**src/rtl/vic_pkg.sv**
```systemverilog
package vic_pkg;
   typedef enum logic [2:0] {
      ST_IDLE  = 3'd0,
      ST_ARMED = 3'd1,
      ST_ACK1  = 3'd2,
      ST_GAP   = 3'd3,
      ST_DRIVE = 3'd4
   } ack_state_e;
endpackage

```
**src/rtl/vic_req_latch.sv**
```systemverilog
module vic_req_latch #(
   parameter int LINES = 8
) (
   input  logic             clk,
   input  logic             rst_n,
   input  logic [LINES-1:0] req_i,
   input  logic [LINES-1:0] clr_i,
   output logic [LINES-1:0] pend_o
);
   logic [LINES-1:0] req_q;
   logic [LINES-1:0] rise;

   assign rise = req_i & ~req_q;

   always_ff @(posedge clk or negedge rst_n) begin
      if (!rst_n) begin
         req_q  <= '0;
         pend_o <= '0;
      end else begin
         req_q  <= req_i;
         pend_o <= (pend_o & ~clr_i) | rise;
      end
   end

   // only a pending line may be cleared by a delivery
   assert_clear_hits_pending_R6: assert property (@(posedge clk) disable iff (!rst_n)
      ((clr_i & ~pend_o) == '0));
   // a line newly pending must have risen on the previous sample
   assert_capture_on_edge_R1: assert property (@(posedge clk) disable iff (!rst_n)
      ((clr_i == '0) |=> ((pend_o & ~$past(pend_o) & ~$past(req_i & ~req_q)) == '0)));
endmodule

```
**src/rtl/vic_prio_pick.sv**
```systemverilog
module vic_prio_pick #(
   parameter int LINES = 8,
   localparam int IW   = $clog2(LINES)
) (
   input  logic [LINES-1:0] cand_i,
   output logic [LINES-1:0] grant_o,
   output logic [IW-1:0]    idx_o,
   output logic             any_o
);
   logic [LINES:0] blocked;

   assign blocked[0] = 1'b0;

   for (genvar g = 0; g < LINES; g++) begin : g_chain
      assign grant_o[g]   = cand_i[g] & ~blocked[g];
      assign blocked[g+1] = blocked[g] | cand_i[g];
   end

   assign any_o = blocked[LINES];

   always_comb begin
      idx_o = '0;
      for (int k = 0; k < LINES; k++) begin
         if (grant_o[k]) idx_o = IW'(k);
      end
   end

   // at most one line wins
   always_comb begin
      assert_single_grant_R3: assert ($onehot0(grant_o));
   end
endmodule

```
**src/rtl/vic_ack_fsm.sv**
```systemverilog
module vic_ack_fsm
   import vic_pkg::*;
#(
   parameter int LINES = 8,
   parameter int VW    = 8,
   localparam int IW   = $clog2(LINES)
) (
   input  logic             clk,
   input  logic             rst_n,
   input  logic             inta_n_i,
   input  logic             any_i,
   input  logic [IW-1:0]    idx_i,
   input  logic [LINES-1:0] grant_i,
   input  logic [VW-IW-1:0] base_hi_i,
   output logic [LINES-1:0] clr_o,
   output logic             int_o,
   output logic [VW-1:0]    vec_o,
   output logic             oe_o
);
   ack_state_e state;
   logic       inta_q;
   logic       ack_fall;
   logic       ack_rise;
   logic       deliver;

   assign ack_fall = inta_q & ~inta_n_i;
   assign ack_rise = ~inta_q & inta_n_i;
   assign deliver  = (state == ST_GAP) && ack_fall;
   assign clr_o    = deliver ? grant_i : '0;

   always_ff @(posedge clk or negedge rst_n) begin
      if (!rst_n) begin
         state  <= ST_IDLE;
         inta_q <= 1'b1;
         int_o  <= 1'b0;
         oe_o   <= 1'b0;
         vec_o  <= '0;
      end else begin
         inta_q <= inta_n_i;
         unique case (state)
            ST_IDLE: if (any_i) begin
               int_o <= 1'b1;
               state <= ST_ARMED;
            end
            ST_ARMED: if (ack_fall) begin
               int_o <= 1'b0;
               state <= ST_ACK1;
            end else if (!any_i) begin
               int_o <= 1'b0;
               state <= ST_IDLE;
            end
            ST_ACK1: if (ack_rise) state <= ST_GAP;
            ST_GAP: if (deliver) begin
               vec_o <= any_i ? {base_hi_i, idx_i} : {base_hi_i, {IW{1'b1}}};
               oe_o  <= 1'b1;
               state <= ST_DRIVE;
            end
            ST_DRIVE: if (ack_rise) begin
               oe_o  <= 1'b0;
               state <= ST_IDLE;
            end
            default: state <= ST_IDLE;
         endcase
      end
   end

   // with nothing unmasked pending, an idle controller stays quiet
   assert_no_cause_no_int_R2: assert property (@(posedge clk) disable iff (!rst_n)
      ((state == ST_IDLE) && !any_i) |=> !int_o);
   // interrupt and bus drive never overlap
   assert_int_oe_exclusive_R5: assert property (@(posedge clk) disable iff (!rst_n)
      !(int_o && oe_o));
   // bus drive only follows a low acknowledge sample
   assert_oe_in_pulse_R5: assert property (@(posedge clk) disable iff (!rst_n)
      oe_o |-> $past(!inta_n_i));
   // interrupt drops after the first low acknowledge sample
   assert_int_drops_R5: assert property (@(posedge clk) disable iff (!rst_n)
      (int_o && ack_fall) |=> !int_o);
endmodule

```
**src/rtl/vec_irq_ctrl.sv**
```systemverilog
module vec_irq_ctrl #(
   parameter int LINES    = 8,
   parameter int VW       = 8,
   parameter int BASE_RST = 32,
   localparam int IW      = $clog2(LINES)
) (
   input  logic             clk,
   input  logic             rst_n,
   input  logic [LINES-1:0] irq_req,
   input  logic             wr_en,
   input  logic             wr_sel,
   input  logic [VW-1:0]    wr_data,
   input  logic             inta_n,
   output logic             int_o,
   output logic [VW-1:0]    vec_o,
   output logic             vec_oe
);
   if (LINES < 2 || (1 << IW) != LINES) begin : g_bad_lines
      $error("LINES must be a power of two of at least 2");
   end
   if (VW <= IW || VW < LINES) begin : g_bad_width
      $error("VW must hold the line index and the mask");
   end
   if ((BASE_RST % LINES) != 0 || BASE_RST >= (1 << VW)) begin : g_bad_base
      $error("BASE_RST must be aligned to LINES and fit in VW bits");
   end

   logic [LINES-1:0] mask_q;
   logic [VW-IW-1:0] base_hi_q;
   logic [LINES-1:0] pend;
   logic [LINES-1:0] clr;
   logic [LINES-1:0] grant;
   logic [IW-1:0]    idx;
   logic             any;

   always_ff @(posedge clk or negedge rst_n) begin
      if (!rst_n) begin
         mask_q    <= '0;
         base_hi_q <= (VW-IW)'(BASE_RST >> IW);
      end else if (wr_en) begin
         if (wr_sel) base_hi_q <= wr_data[VW-1:IW];
         else        mask_q    <= wr_data[LINES-1:0];
      end
   end

   vic_req_latch #(.LINES(LINES)) u_latch (
      .clk    (clk),
      .rst_n  (rst_n),
      .req_i  (irq_req),
      .clr_i  (clr),
      .pend_o (pend)
   );

   vic_prio_pick #(.LINES(LINES)) u_pick (
      .cand_i  (pend & ~mask_q),
      .grant_o (grant),
      .idx_o   (idx),
      .any_o   (any)
   );

   vic_ack_fsm #(.LINES(LINES), .VW(VW)) u_fsm (
      .clk       (clk),
      .rst_n     (rst_n),
      .inta_n_i  (inta_n),
      .any_i     (any),
      .idx_i     (idx),
      .grant_i   (grant),
      .base_hi_i (base_hi_q),
      .clr_o     (clr),
      .int_o     (int_o),
      .vec_o     (vec_o),
      .oe_o      (vec_oe)
   );

   // a delivered line was unmasked when chosen
   assert_clear_unmasked_R2: assert property (@(posedge clk) disable iff (!rst_n)
      ((clr & mask_q) == '0));
endmodule

```
**config.mk**
```make
export PLATFORM = sky130hd
export DESIGN_NAME = vec_irq_ctrl
export DESIGN_NICKNAME = d
export VERILOG_FILES = /design/src/rtl/vic_pkg.sv /design/src/rtl/vic_req_latch.sv /design/src/rtl/vic_prio_pick.sv /design/src/rtl/vic_ack_fsm.sv /design/src/rtl/vec_irq_ctrl.sv
export SDC_FILE = /design/constraint.sdc
export NUM_CORES = 1
export LEC_CHECK = 0
export BUFFER_PORTS_ARGS = -buffer_cell sky130_fd_sc_hd__clkbuf_2
export CAP_MARGIN = 25
export CORE_ASPECT_RATIO = 0.7
export CORE_MARGIN = 2
export CORE_UTILIZATION = 45
export DETAILED_ROUTE_END_ITERATION = 8
export PLACE_DENSITY = 0.76
export SETUP_SLACK_MARGIN = 0.02
export SLEW_MARGIN = 25
export SYNTH_ARGS = -nofsm -noshare
export SYNTH_HDL_FRONTEND = slang
export SYNTH_SLANG_ARGS = --single-unit
```
**constraint.sdc**
```tcl
create_clock -name clk -period 3.4 [get_ports clk]
set_input_delay 0 -clock clk [delete_from_list [all_inputs] [get_ports clk]]
set_output_delay 0 -clock clk [all_outputs]
set_load 0.05 [all_outputs]
```
# Word level (Yosys, flattened, before mapping)
# Cells that the tools add are included.
dict set report word_totals {
  regBits 43
  latch_bits 0
  mem_bits_rw 0
  rom_bits 0
  in_bits 21
  word_cells 84
  n_memories 0
}
dict set report op_classes {
  n_addsub 0
  n_mul 0
  n_div 0
  order_cmp 0
  eq_ne 9
  shifts 0
  mux 23
  bitwise 33
  reduce_logical 10
}
# operator count
set op_table {}
lappend op_table {{3-bit 2-to-1 mux} 13}
lappend op_table {{8-bit AND} 3}
lappend op_table {{8-bit NOT} 3}
lappend op_table {{3-bit one-hot mux with 5 select lines} 1}
lappend op_table {{1-bit NOT} 10}
lappend op_table {{1-bit AND} 9}
lappend op_table {{8-bit 2-to-1 mux} 1}
lappend op_table {{2-bit by 1-bit != test with 1-bit output (second input constant)} 4}
lappend op_table {{8-bit OR} 1}
lappend op_table {{1-bit OR} 7}
lappend op_table {{3-bit by 2-bit equality test with 1-bit output (second input constant)} 2}
lappend op_table {{1-bit 2-to-1 mux} 6}
lappend op_table {{2-bit AND reduction} 3}
lappend op_table {{3-bit AND reduction} 2}
lappend op_table {{5-bit AND reduction} 1}
lappend op_table {{1-bit one-hot mux with 2 select lines} 2}
lappend op_table {{2-bit nonzero test} 2}
lappend op_table {{3-bit by 1-bit equality test with 1-bit output (second input constant)} 1}
lappend op_table {{3-bit equality test (second input constant)} 1}
lappend op_table {{3-bit zero test} 1}
lappend op_table {{3-bit != test (second input constant)} 1}
lappend op_table {{1-bit logical AND} 1}

# Logic depth before layout (Yosys ltp)
# Gate-level depths: netlist of the first run.
dict set report logic_depth {
  depth_word 14
  ltp_mapped 5
  depth_no_buf 4
}

# By module
# Synthesis of the first run repeated with hierarchy kept, for this count alone.
dict set report unflattened {
  cells_unflattened 158
  area_unflattened_um2 1970.6
}
# mod n_inst cells_per_inst area_per_inst_um2 seq_area_each_um2
set by_module_without_submodules {}
lappend by_module_without_submodules {vic_ack_fsm 1 59 708.2 351.6}
lappend by_module_without_submodules {vic_req_latch 1 40 560.5 400.4}
lappend by_module_without_submodules {vec_irq_ctrl 1 37 551.8 326.6}
lappend by_module_without_submodules {vic_prio_pick 1 22 150.1 0.0}

# Worst setup path after synthesis of the first run
# OpenSTA, ideal clock, no wires.
dict set report synth_timing {
  kind {reg-to-reg}
  from {register u_fsm.inta_q}
  to {register u_latch.pend_o[5]}
  arrival_ns 1.308
  path_slack_ns 1.961
  path_stages_with_launch 5
  path_buffers 0
  period_less_slack_ns 1.439
  path_cell_list {dfstp_2 and4bb_4 nand4_4 o41ai_2 o21ai_1}
}
dict set report synth_via {
  elab_chain_len 6
}
# element line
set synth_rtl {}
lappend synth_rtl {{start, declared} vic_ack_fsm.sv:21} ;# logic inta_q;
lappend synth_rtl {{start signal, assigned} vic_ack_fsm.sv:39} ;# inta_q <= inta_n_i;
lappend synth_rtl {{1-bit AND} vic_ack_fsm.sv:26} ;# assign ack_fall = inta_q & ~inta_n_i;
lappend synth_rtl {{1-bit logical AND} vic_ack_fsm.sv:28} ;# assign deliver = (state == ST_GAP) && ack_fall;
lappend synth_rtl {{8-bit 2-to-1 mux} vic_ack_fsm.sv:29} ;# assign clr_o = deliver ? grant_i : '0;
lappend synth_rtl {{8-bit NOT} vic_req_latch.sv:21} ;# pend_o <= (pend_o & ~clr_i) | rise;
lappend synth_rtl {{8-bit AND} vic_req_latch.sv:21}
lappend synth_rtl {{8-bit OR} vic_req_latch.sv:21}
lappend synth_rtl {{end signal, assigned} vic_req_latch.sv:21}
lappend synth_rtl {{end, declared} vic_req_latch.sv:8} ;# output logic [LINES-1:0] pend_o
# No other way between the ends.
# A chain may end at the register's enable or synchronous reset.

# Final worst setup path of the first run
dict set report layout_timing {
  from {register u_fsm.inta_q}
  to {register u_fsm.vec_o[6]}
}
dict set report layout_via {
  elab_chain_len 3
}
# element line
set layout_rtl {}
lappend layout_rtl {{1-bit AND} vic_ack_fsm.sv:26}
lappend layout_rtl {{1-bit logical AND} vic_ack_fsm.sv:28}
lappend layout_rtl {{2-bit AND reduction (no source line)} -}
lappend layout_rtl {{end signal, assigned} vic_ack_fsm.sv:54} ;# vec_o <= any_i ? {base_hi_i, idx_i} : {base_hi_i, {IW{1'b1}}};
lappend layout_rtl {{end, declared} vic_ack_fsm.sv:17} ;# output logic [VW-1:0] vec_o,
# No other way between the ends.

==> results.tsv, run 1 <==
metric	value	unit
reg2regPathDepth	3	
gp_congestion	0.775	
portBuffers	30	
instances_no_fill	242	
synth.top_cells.by_area	dfrtp_1 (59%), mux2_2 (12%), o21ai_0 (4.0%), dfstp_2 (3.0%), nand2_1 (2.6%)	
drt_iter0_markers	57	
leakagePower	0.989	nW
outcome	finished clean	
final_cell_mix	dfrtp_1 (41), clkbuf_2 (29), mux2_2 (18), dlygate4sd3_1 (18), o21ai_0 (14)	
synth_area_per_cell	12.6	um2
cts_made_buffers	5	
h-tree-depth	2	
synth_top_cell_by_area	dfrtp_1	
n_fill_cell	282	
start_util	48.3	%
placed_cells	216	
rr_endpoint	u_fsm.vec_o[6]	
ys.warnings.count	0	
tightest_slew	0.895	ns
final_area	0.00221	mm2
grt_max_degree	44	
slowest_delay	0.55	ns
slowest_stage	dfstp_2	
die_width	78.6	um
final-setup-viol-count	0	
dpl_cell_area	0.00194	mm2
cp-startpoint	u_fsm.inta_q	
synth_seq_cells	43	
regArea	0.00108	mm2
routed_wl	3170	um
grt_pass1_wl	5290	um
dp_hpwl	2320	um
critPathMaxFanout	11	
grt_pass1_vias	1179	
ant_nets	0	
worstSkewPairLatency	0.29	ns
rrSetupSlack	1.82	ns
peakVddDrop	0.338	mV
final_util	60.9	%
multi_input_area	614	um2
grt_overflow	0	
syn-num-nets	160	
power	1.45	mW
powerDensity	657	mW/mm2
die_h	56.2	um
core	0.00363	mm2
setup_tns	0	ns
dieArea	0.00442	mm2
nets	212	
drtPass1Iterations	4	
cts_buffer_depth	2	
period_share	46.6	%
max_slew_margin	40.3	%
cp-end-kind	register	
final_common_cell	dfrtp_1	
drive_gt1_share	32.8	%
synth.top_cell.area_share	58.5	%
areaGrowthSynthToFinish	26.0	%
min_period	1.58	ns
synth_cell_types	28	
diodes	0	
cts_tree	yes	
fin_skew	0.00207	ns
crit_type	reg -> reg	
regToRegStartpoint	u_fsm.inta_q	
netlist_area	0.00175	mm2
clk_pin_slew	0.08	ns
hold_buffers	18	
crit_path_end	u_fsm.vec_o[6]	
hold_viol	0	
cts-root-buf	clkbuf_8	
cp_cell_sequence	and4bb_4 > nand2_1 > mux2_2	
max_freq	631	MHz
drt-wirelength-per-cell	13.1	um
num_vias	1216	
hold_path.class	in -> reg	
crit_path_start_kind	register	
crit_arrival	1.76	ns
drv_cap	0	
path_buf_inv	0	
cp_top_family	flip-flops	
rsz0062_at_grt	no	
antenna_found_initial	0	
netlist_instances	139	
yosysSeqAreaShare	61.5	%
holdPathStages	3	
io_pins	31	
slew_viol_final	0	
clock-sinks	43	
cts-resized-gates	0	
track_usage	15.9	%
postCtsSetupBuffers	0	
via_per_inst	5.02	
drc	0	
crit_cells	3	
cp.required	3.57	ns
fp-row-count	18	
## cells in the mapped netlist
library cell   n
nor4_1         1
inv_1         10
or2b_2         2
nor2_1         1
mux2_2        18
nand4_4        1
clkbuf_1       1
o31ai_1        6
nand4_1        1
nand2b_1       6
buf_4          1
buf_6          1
o32ai_1        1
dfstp_2        2
nand3_1        1
a21o_1         2
o21ai_1        1
a21oi_1        2
nor2b_1        6
dfrtp_1       41
o22ai_1        1
o21ai_0       14
o41ai_2        1
nand2_1       12
nor3_1         3
xor2_1         1
and4bb_4       1
nor4b_2        1
## metal layers
metal	vias to the layer above	track usage, %	wire [um]
met5	-	0	0
met4	0	6.02	44
met3	7	5.52	162
met2	29	25.2	1490
met1	594	20.2	1480
li1	586	-	-
## stage by stage
stage               setup WS [ns]  hold slack [ns]
CTS                          1.81            0.204
finish                       1.82            0.196
detailed placement           1.83            0.131
floorplan                    1.96           -0.296
global route                 1.73            0.228
global placement             1.89            0.124
## flip-flops by register name, indices dropped and copies added, names as in the netlist
register / count
u_fsm.oe_o: 1
u_fsm.int_o: 1
u_fsm.vec_o: 8
u_latch.req_q: 8
u_latch.pend_o: 8
u_fsm.inta_q: 1
mask_q: 8
u_fsm.state: 3
base_hi_q: 5
## layout make-up
class,instances,area share [%]
Clock buffer,6,3.29
Clock inverter,2,0.567
Inverter,10,1.70
Multi-Input combinational cell,83,27.8
Sequential cell,43,48.8
Tap cell,50,2.83
Timing Repair Buffer,48,15.0
## tightest hold or removal path, cell delays in order
cell and delay [ns]:
clkbuf_2 0.08, nand2_1 0.18, mux2_2 0.19
## worst min-delay path by stage
stage,from,endpoint
after floorplan,rst_n,base_hi_q[0]
after global placement,irq_req[4],u_latch.req_q[4]
after detailed placement,irq_req[4],u_latch.req_q[4]
after CTS,wr_en,base_hi_q[1]
after global routing,wr_en,base_hi_q[1]
final,wr_en,base_hi_q[1]
## cell families after synthesis
logic type	after synthesis	share of synthesized area, %
compound gates	28	10.1
xor+xnor	1	0.500
buf+inv	13	3.43
flops	43	61.5
mux	18	11.6
simple gates	36	12.9
## report_power, final
part           internal (mW)  switching [mW]
clock network          0.143           0.163
logic                  0.154           0.301
registers              0.611          0.0789
Power figures use the tool's default switching activity.
==> inputs of run 2 (changes only) <==
--- a/config.mk
+++ b/config.mk
@@ -5,13 +5,14 @@
 export SDC_FILE = /design/constraint.sdc
 export NUM_CORES = 1
 export LEC_CHECK = 0
+export ABC_AREA = 1
 export BUFFER_PORTS_ARGS = -buffer_cell sky130_fd_sc_hd__clkbuf_2
 export CAP_MARGIN = 25
 export CORE_ASPECT_RATIO = 0.7
 export CORE_MARGIN = 2
 export CORE_UTILIZATION = 45
 export DETAILED_ROUTE_END_ITERATION = 8
-export PLACE_DENSITY = 0.76
+export PLACE_DENSITY = 0.79
 export SETUP_SLACK_MARGIN = 0.02
 export SLEW_MARGIN = 25
 export SYNTH_ARGS = -nofsm -noshare
==> constraint.sdc (replaced) <==
create_clock -name clk -period 1.3 [get_ports clk]
set_input_delay 0 -clock clk [delete_from_list [all_inputs] [get_ports clk]]
set_output_delay 0 -clock clk [all_outputs]
set_load 0.05 [all_outputs]
==> run 2 against run 1 <==
Largest cell class unchanged. Via count rose by 22%. The run now ends with negative setup slack left. First-iteration DRC count is 33% higher. Synthesized cell count grew 37%.
==> results.tsv, run 2 <==
metric	value	unit	change
outcome	complete, but fails checks		
violations	negative setup slack		
pwr-share-comb	36.5	%	+5.1 points
synth_seq_cells	43		unchanged
fin_ws	-0.102	ns	-1.92 ns
h-tree-depth	2		unchanged
power	4.21	mW	+190%
crit_cells	9		+6
via_per_inst	4.75		-5.5%
instances_no_fill	313		+29%
diodes	0		unchanged
drc	0		unchanged
synth_edf_count	0		unchanged
cp.required	1.50	ns	-2.07 ns
placed_cells	283		+31%
drive_gt1_share	31.0	%	-1.8 points
dp_hpwl	2640	um	+14%
cts-root-buf	clkbuf_8		
synth-main-ff-cell	dfrtp_1		
cts_buffer_depth	2		unchanged
cp-end-kind	register		
hold_viol	0		unchanged
worstSkewPairLatency	0.30	ns	about the same
grt_pass1_vias	1506		+28%
crit_path_start_kind	register		
drv_cap	0		unchanged
final_util	63.3	%	+2.4 points
share_seq_of_total_power	41.8	%	-5.7 points
hold_path.class	in -> reg		
portBuffers	30		unchanged
dieArea	0.00457	mm2	+3.3%
drtPass1Iterations	4		unchanged
grt_overflow	0		unchanged
rr_endpoint	u_latch.pend_o[7]		
drt_iter0_markers	76		+33%
antenna_found_initial	0		unchanged
cts_made_buffers	5		unchanged
p_sw	1.70	mW	+210%
p_int	2.51	mW	+180%
grt_pass1_wl	6670	um	+26%
ys_top_cells_by_count	nand2_1 (48), dfrtp_1 (41), inv_1 (24)		
clk_pin_slew	0.09	ns	about the same
tightest_slew	0.525	ns	-0.369 ns
period_share	108	%	+61 points
synth_async_sr_flop_share	100	%	unchanged
n_fill_cell	342		+21%
nets	281		+33%
synth.top_cell.area_share	56.5	%	-2.0 points
drt-wirelength-per-cell	12.2	um	-6.6%
syn-num-nets	211		+32%
final_cell_mix	nand2_1 (48), dfrtp_1 (40), clkbuf_2 (30)		
crit_type	reg -> reg		
crit_path_end	u_latch.pend_o[7]		
pre_cts_slack	-0.0887	ns	-1.91 ns
holdPathStages	3		unchanged
synth_top_cell_by_area	dfrtp_1		
die_h	57.1	um	+1.6%
multi_input_area	668	um2	+8.8%
min_period	1.40	ns	-0.182 ns
gp_congestion	0.887		+15%
cp_cell_sequence	inv_2 > nor2_4 > nor2_8 > nand4_4 > nor2_4 > buf_4 > nand2_1 > o21ai_1 > o21ai_1		
regArea	0.00108	mm2	+0.12%
leakagePower	1.28	nW	+29%
clock-sinks	43		unchanged
rrSetupSlack	-0.10	ns	-1.92 ns
num_vias	1486		+22%
max_slew_margin	65.0	%	+25 points
start_util	46.6	%	-1.8 points
core	0.00390	mm2	+7.5%
routed_wl	3830	um	+21%
yosysSeqAreaShare	59.4	%	-2.1 points
final_common_cell	nand2_1		
powerDensity	1700	mW/mm2	+160%
netlist_instances	190		+37%
clockPowerShare	21.6	%	+0.5 points
slowest_stage	dfrtp_1		
grt_max_degree	44		unchanged
die_width	79.9	um	+1.7%
fp-row-count	19		+1
yosysMostFrequentCell	nand2_1		
critPathMaxFanout	4		-7
io_pins	31		unchanged
crit_arrival	1.60	ns	-0.16 ns
p_sw_share	40.4	%	+3.0 points
path_buf_inv	2		+2
track_usage	19.2	%	+3.3 points
slew_viol_final	0		unchanged
final-setup-viol-count	6		+6
synth_area_per_cell	9.56	um2	-24%
slowest_delay	0.42	ns	-0.13 ns
rsz0062_at_grt	yes		
ant_nets	0		unchanged
max_freq	713	MHz	+13%
areaGrowthSynthToFinish	35.9	%	
fin_skew	0.0122	ns	+0.0102 ns
reg2regPathDepth	9		+6
peakVddDrop	1.50	mV	+340%
cts_tree	yes		
cp_top_family	simple AND/OR/NAND/NOR gates		
synth_cell_types	27		-3.6%
setup_tns	-0.527	ns	-0.527 ns
netlist_area	0.00182	mm2	+3.6%
cp-startpoint	u_latch.pend_o[2]		
regToRegStartpoint	u_latch.pend_o[2]		
ys.warnings.count	0		unchanged
synth.top_cells.by_area	dfrtp_1 (57%), nand2_1 (9.9%), o21ai_0 (5.0%), inv_1 (5.0%), dfstp_2 (2.9%)		
==> run 2: cell count changes after synthesis, sizes merged, moves of 3 or more <==
cell    before  now
inv         10   27
mux2        18    1
nand2       12   54
nand2b       6    0
nand3        1   10
nor2         1   10
nor2b        6    0
o21ai       15   23
o31ai        6    3
==> run 2: logic make-up after synthesis <==
family / share of synthesized area, %
AO/OA/AOI/OAI: 9.72
buffers and inverters: 6.06
AND/OR/NAND/NOR: 24.2
multiplexers: 0.620
flip-flops: 59.4
==> run 2: worst min-delay path by stage <==
stage	start	endpoint	slack, ns
after floorplan	rst_n	base_hi_q[0]	-0.30
after global placement	rst_n	u_fsm.vec_o[2]	0.10
after detailed placement	rst_n	u_fsm.vec_o[2]	0.10
after CTS	wr_en	mask_q[2]	0.09
after global routing	wr_en	mask_q[2]	0.09
final	wr_en	mask_q[2]	0.1
==> run 2: per-stage QoR <==
| stage | cell area (um2) | hold WS [ns] |
|---|---|---|
| floorplan | 1820 | -0.296 |
| global placement | 2120 | 0.104 |
| global route | 2470 | 0.0948 |
| detailed placement | 2120 | 0.101 |
| finish | 2470 | 0.0956 |
| CTS | 2430 | 0.0906 |
==> run 2: worst register-to-register path: cells and delay by family (launching register included) <==
kind,cells,cell delay (ns)
AOI/OAI and AO/OA,2,0.17
buffers and inverters,2,0.23
DFF,1,0.42
and+or+nand+nor,5,0.48
==> run 2: final cells by class <==
| class | instances | area share [%] |
|---|---|---|
| inverters | 27 | 4.11 |
| well taps | 52 | 2.64 |
| flip-flops and latches | 43 | 43.8 |
| multi-input cells | 118 | 27.1 |
| repair buffers | 65 | 18.6 |
| clock inverters | 1 | 0.355 |
| clock buffers | 7 | 3.50 |
==> run 2: repair_timing <==
action / CTS / global route
setup buffers: 2 / 2
resized for setup: 5 / 9
hold endpoints to repair: 71 / 0
hold buffers: 18 / 0
endpoints found under the setup margin: 14 / 20
pin swaps: 2 / 1
==> run 2: power by group through the flow <==
stage | Combinational [mW] | Clock [mW] | Sequential (mW)
floorplan | 0.545 | 0 | 2.25
finish | 1.54 | 0.910 | 1.76
CTS | 1.51 | 0.933 | 1.75
detailed placement | 1.44 | 0 | 1.77
global route | 1.68 | 0.994 | 1.79
global placement | 1.42 | 0 | 1.77
==> run 2: per-layer routing <==
layer	global-route usage (%)	up-vias	routed length, um
met2	29.4	35	1780
met3	6.17	4	143
met1	27.2	695	1870
met4	4.36	0	40
li1	-	752	-
met5	0	-	0
==> inputs of run 3 (changes only) <==
--- a/config.mk
+++ b/config.mk
@@ -11,6 +11,8 @@
 export CORE_ASPECT_RATIO = 0.7
 export CORE_MARGIN = 2
 export CORE_UTILIZATION = 45
+export CTS_BUF_LIST = sky130_fd_sc_hd__clkbuf_8
+export CTS_CLUSTER_DIAMETER = 150
 export DETAILED_ROUTE_END_ITERATION = 8
 export PLACE_DENSITY = 0.79
 export SETUP_SLACK_MARGIN = 0.02
==> run 3 against run 2 <==
Clock skew up 0.0016 ns. Global-route usage stayed put. Critical path type unchanged. Die area unchanged. First-iteration DRC count increased by 7.9%. The run still ends with negative setup slack left. Highest routed layer unchanged. Core utilization is 0.29 points higher.
==> results.tsv, run 3 (synthesis results as in run 2) <==
metric	value	unit	change
outcome	complete, but fails checks		
violations	negative setup slack		
crit_arrival	1.58	ns	-0.02 ns
via_per_inst	4.76		+0.27%
p_int	2.50	mW	-0.23%
power	4.21	mW	about the same
fin_ws	-0.0960	ns	+0.00644 ns
dp_hpwl	2640	um	unchanged
core	0.00390	mm2	unchanged
routed_wl	3840	um	+0.18%
portBuffers	30		unchanged
grt_pass1_vias	1506		unchanged
worstSkewPairLatency	0.30	ns	about the same
critPathMaxFanout	4		unchanged
h-tree-depth	2		unchanged
diodes	0		unchanged
powerDensity	1700	mW/mm2	-0.42%
grt_overflow	0		unchanged
drt-wirelength-per-cell	12.3	um	+0.18%
io_pins	31		unchanged
drive_gt1_share	31.4	%	+0.38 points
p_sw	1.71	mW	+0.42%
cts_tree	yes		
clk_pin_slew	0.09	ns	about the same
antenna_found_initial	0		unchanged
pre_cts_slack	-0.0887	ns	unchanged
reg2regPathDepth	10		+1
dpl_cell_area	0.00212	mm2	unchanged
grt_max_degree	44		unchanged
fp-row-count	19		unchanged
start_util	46.6	%	unchanged
min_period	1.40	ns	-0.00644 ns
slew_viol_final	0		unchanged
share_seq_of_total_power	41.8	%	about the same
max_slew_margin	64.9	%	about the same
holdPathStages	3		unchanged
ant_nets	0		unchanged
areaGrowthSynthToFinish	36.5	%	
max_freq	716	MHz	+0.46%
drv_cap	0		unchanged
leakagePower	1.28	nW	+0.44%
pwr-share-comb	36.6	%	about the same
rrSetupSlack	-0.1	ns	about the same
final_area	0.00248	mm2	+0.46%
tightest_slew	0.526	ns	+0.000647 ns
die_h	57.1	um	unchanged
final-setup-viol-count	6		unchanged
drt_iter0_markers	82		+7.9%
final_common_cell	nand2_1		
track_usage	19.2	%	unchanged
clockPowerShare	21.6	%	about the same
nets	281		unchanged
gp_congestion	0.887		unchanged
whs	0.0967	ns	+0.00109 ns
num_vias	1490		+0.27%
crit_type	reg -> reg		
cts_made_buffers	5		unchanged
clock-sinks	43		unchanged
cts_buffer_depth	2		unchanged
period_share	107	%	-0.50 points
dieArea	0.00457	mm2	unchanged
p_sw_share	40.6	%	+0.16 points
die_width	79.9	um	unchanged
crit_path_start_kind	register		
peakVddDrop	1.48	mV	-1.2%
grt_pass1_wl	6670	um	unchanged
drc	0		unchanged
fin_skew	0.0139	ns	+0.00165 ns
cp.required	1.49	ns	about the same
hold_path.class	in -> reg		
final_cell_mix	nand2_1 (48), dfrtp_1 (40), clkbuf_2 (30)		
cts-root-buf	clkbuf_8		
hold_viol	0		unchanged
cp-end-kind	register		
drtPass1Iterations	4		unchanged
rsz0062_at_grt	yes		
==> run 3: path summary, 6_finish.rpt <==
check	from	endpoint
worst min-delay path	wr_en	mask_q[2]
max in group asynchronous	rst_n	u_fsm.state[2]
worst max-delay path	u_latch.pend_o[0]	u_fsm.state[2]
min in group asynchronous	rst_n	u_fsm.vec_o[2]
worst min register to register	u_latch.req_q[2]	u_latch.pend_o[2]
worst max register to register	u_latch.pend_o[0]	u_fsm.state[2]
==> run 3: worst max-delay path: stages (launching register included) <==
cell and delay [ns]:
dfrtp_1 0.41, nand2_4 0.09, nand2_4 0.07, nor2_8 0.11, nand4_4 0.10, nor2_4 0.15, nand2_4 0.08, nand2_4 0.08
nand3_2 0.07, nand2_1 0.07, nand2_1 0.05
==> run 3: through the flow <==
stage,cells,utilization (%),TNS (ns)
floorplan,190,-,0
global placement,283,54.4,-0.190
detailed placement,283,54.4,-0.359
CTS,311,62.2,-0.355
global route,313,63.6,-1.43
finish,313,63.6,-0.487
==> run 3: layout make-up <==
class                      instances  area [um2]
sequential                        43        1080
multi-input combinational        118         673
inverter                          27         104
clock buffer                       6        82.6
tap                               52        65.1
clock inverter                     2        12.5
timing repair buffer              65         462
fill                             341        1420
==> run 3: power by group through the flow <==
stage	combinational (mW)	sequential (mW)	clock (mW)
after floorplan	0.545	2.25	0
after global placement	1.42	1.77	0
after detailed placement	1.44	1.77	0
after CTS	1.51	1.75	0.926
after global routing	1.68	1.79	0.987
final	1.54	1.76	0.908
==> run 3: per-layer routing <==
layer	part of all wire, %	wire length, um	GRT usage [%]	up-vias
li1	-	-	-	751
met1	48	1840	27.2	688
met2	46	1760	29.4	47
met3	5.2	200	6.17	4
met4	0.86	33	4.36	0
met5	0	0	0	-
==> run 3: repair_timing <==
action | in CTS | in global routing
endpoints found under the hold margin | 71 | 0
resized for setup | 5 | 12
buffers inserted | 2 | 2
hold buffers | 18 | 0
pin swaps | 2 | 1
cloned | 0 | 0
endpoints found under the setup margin | 14 | 20
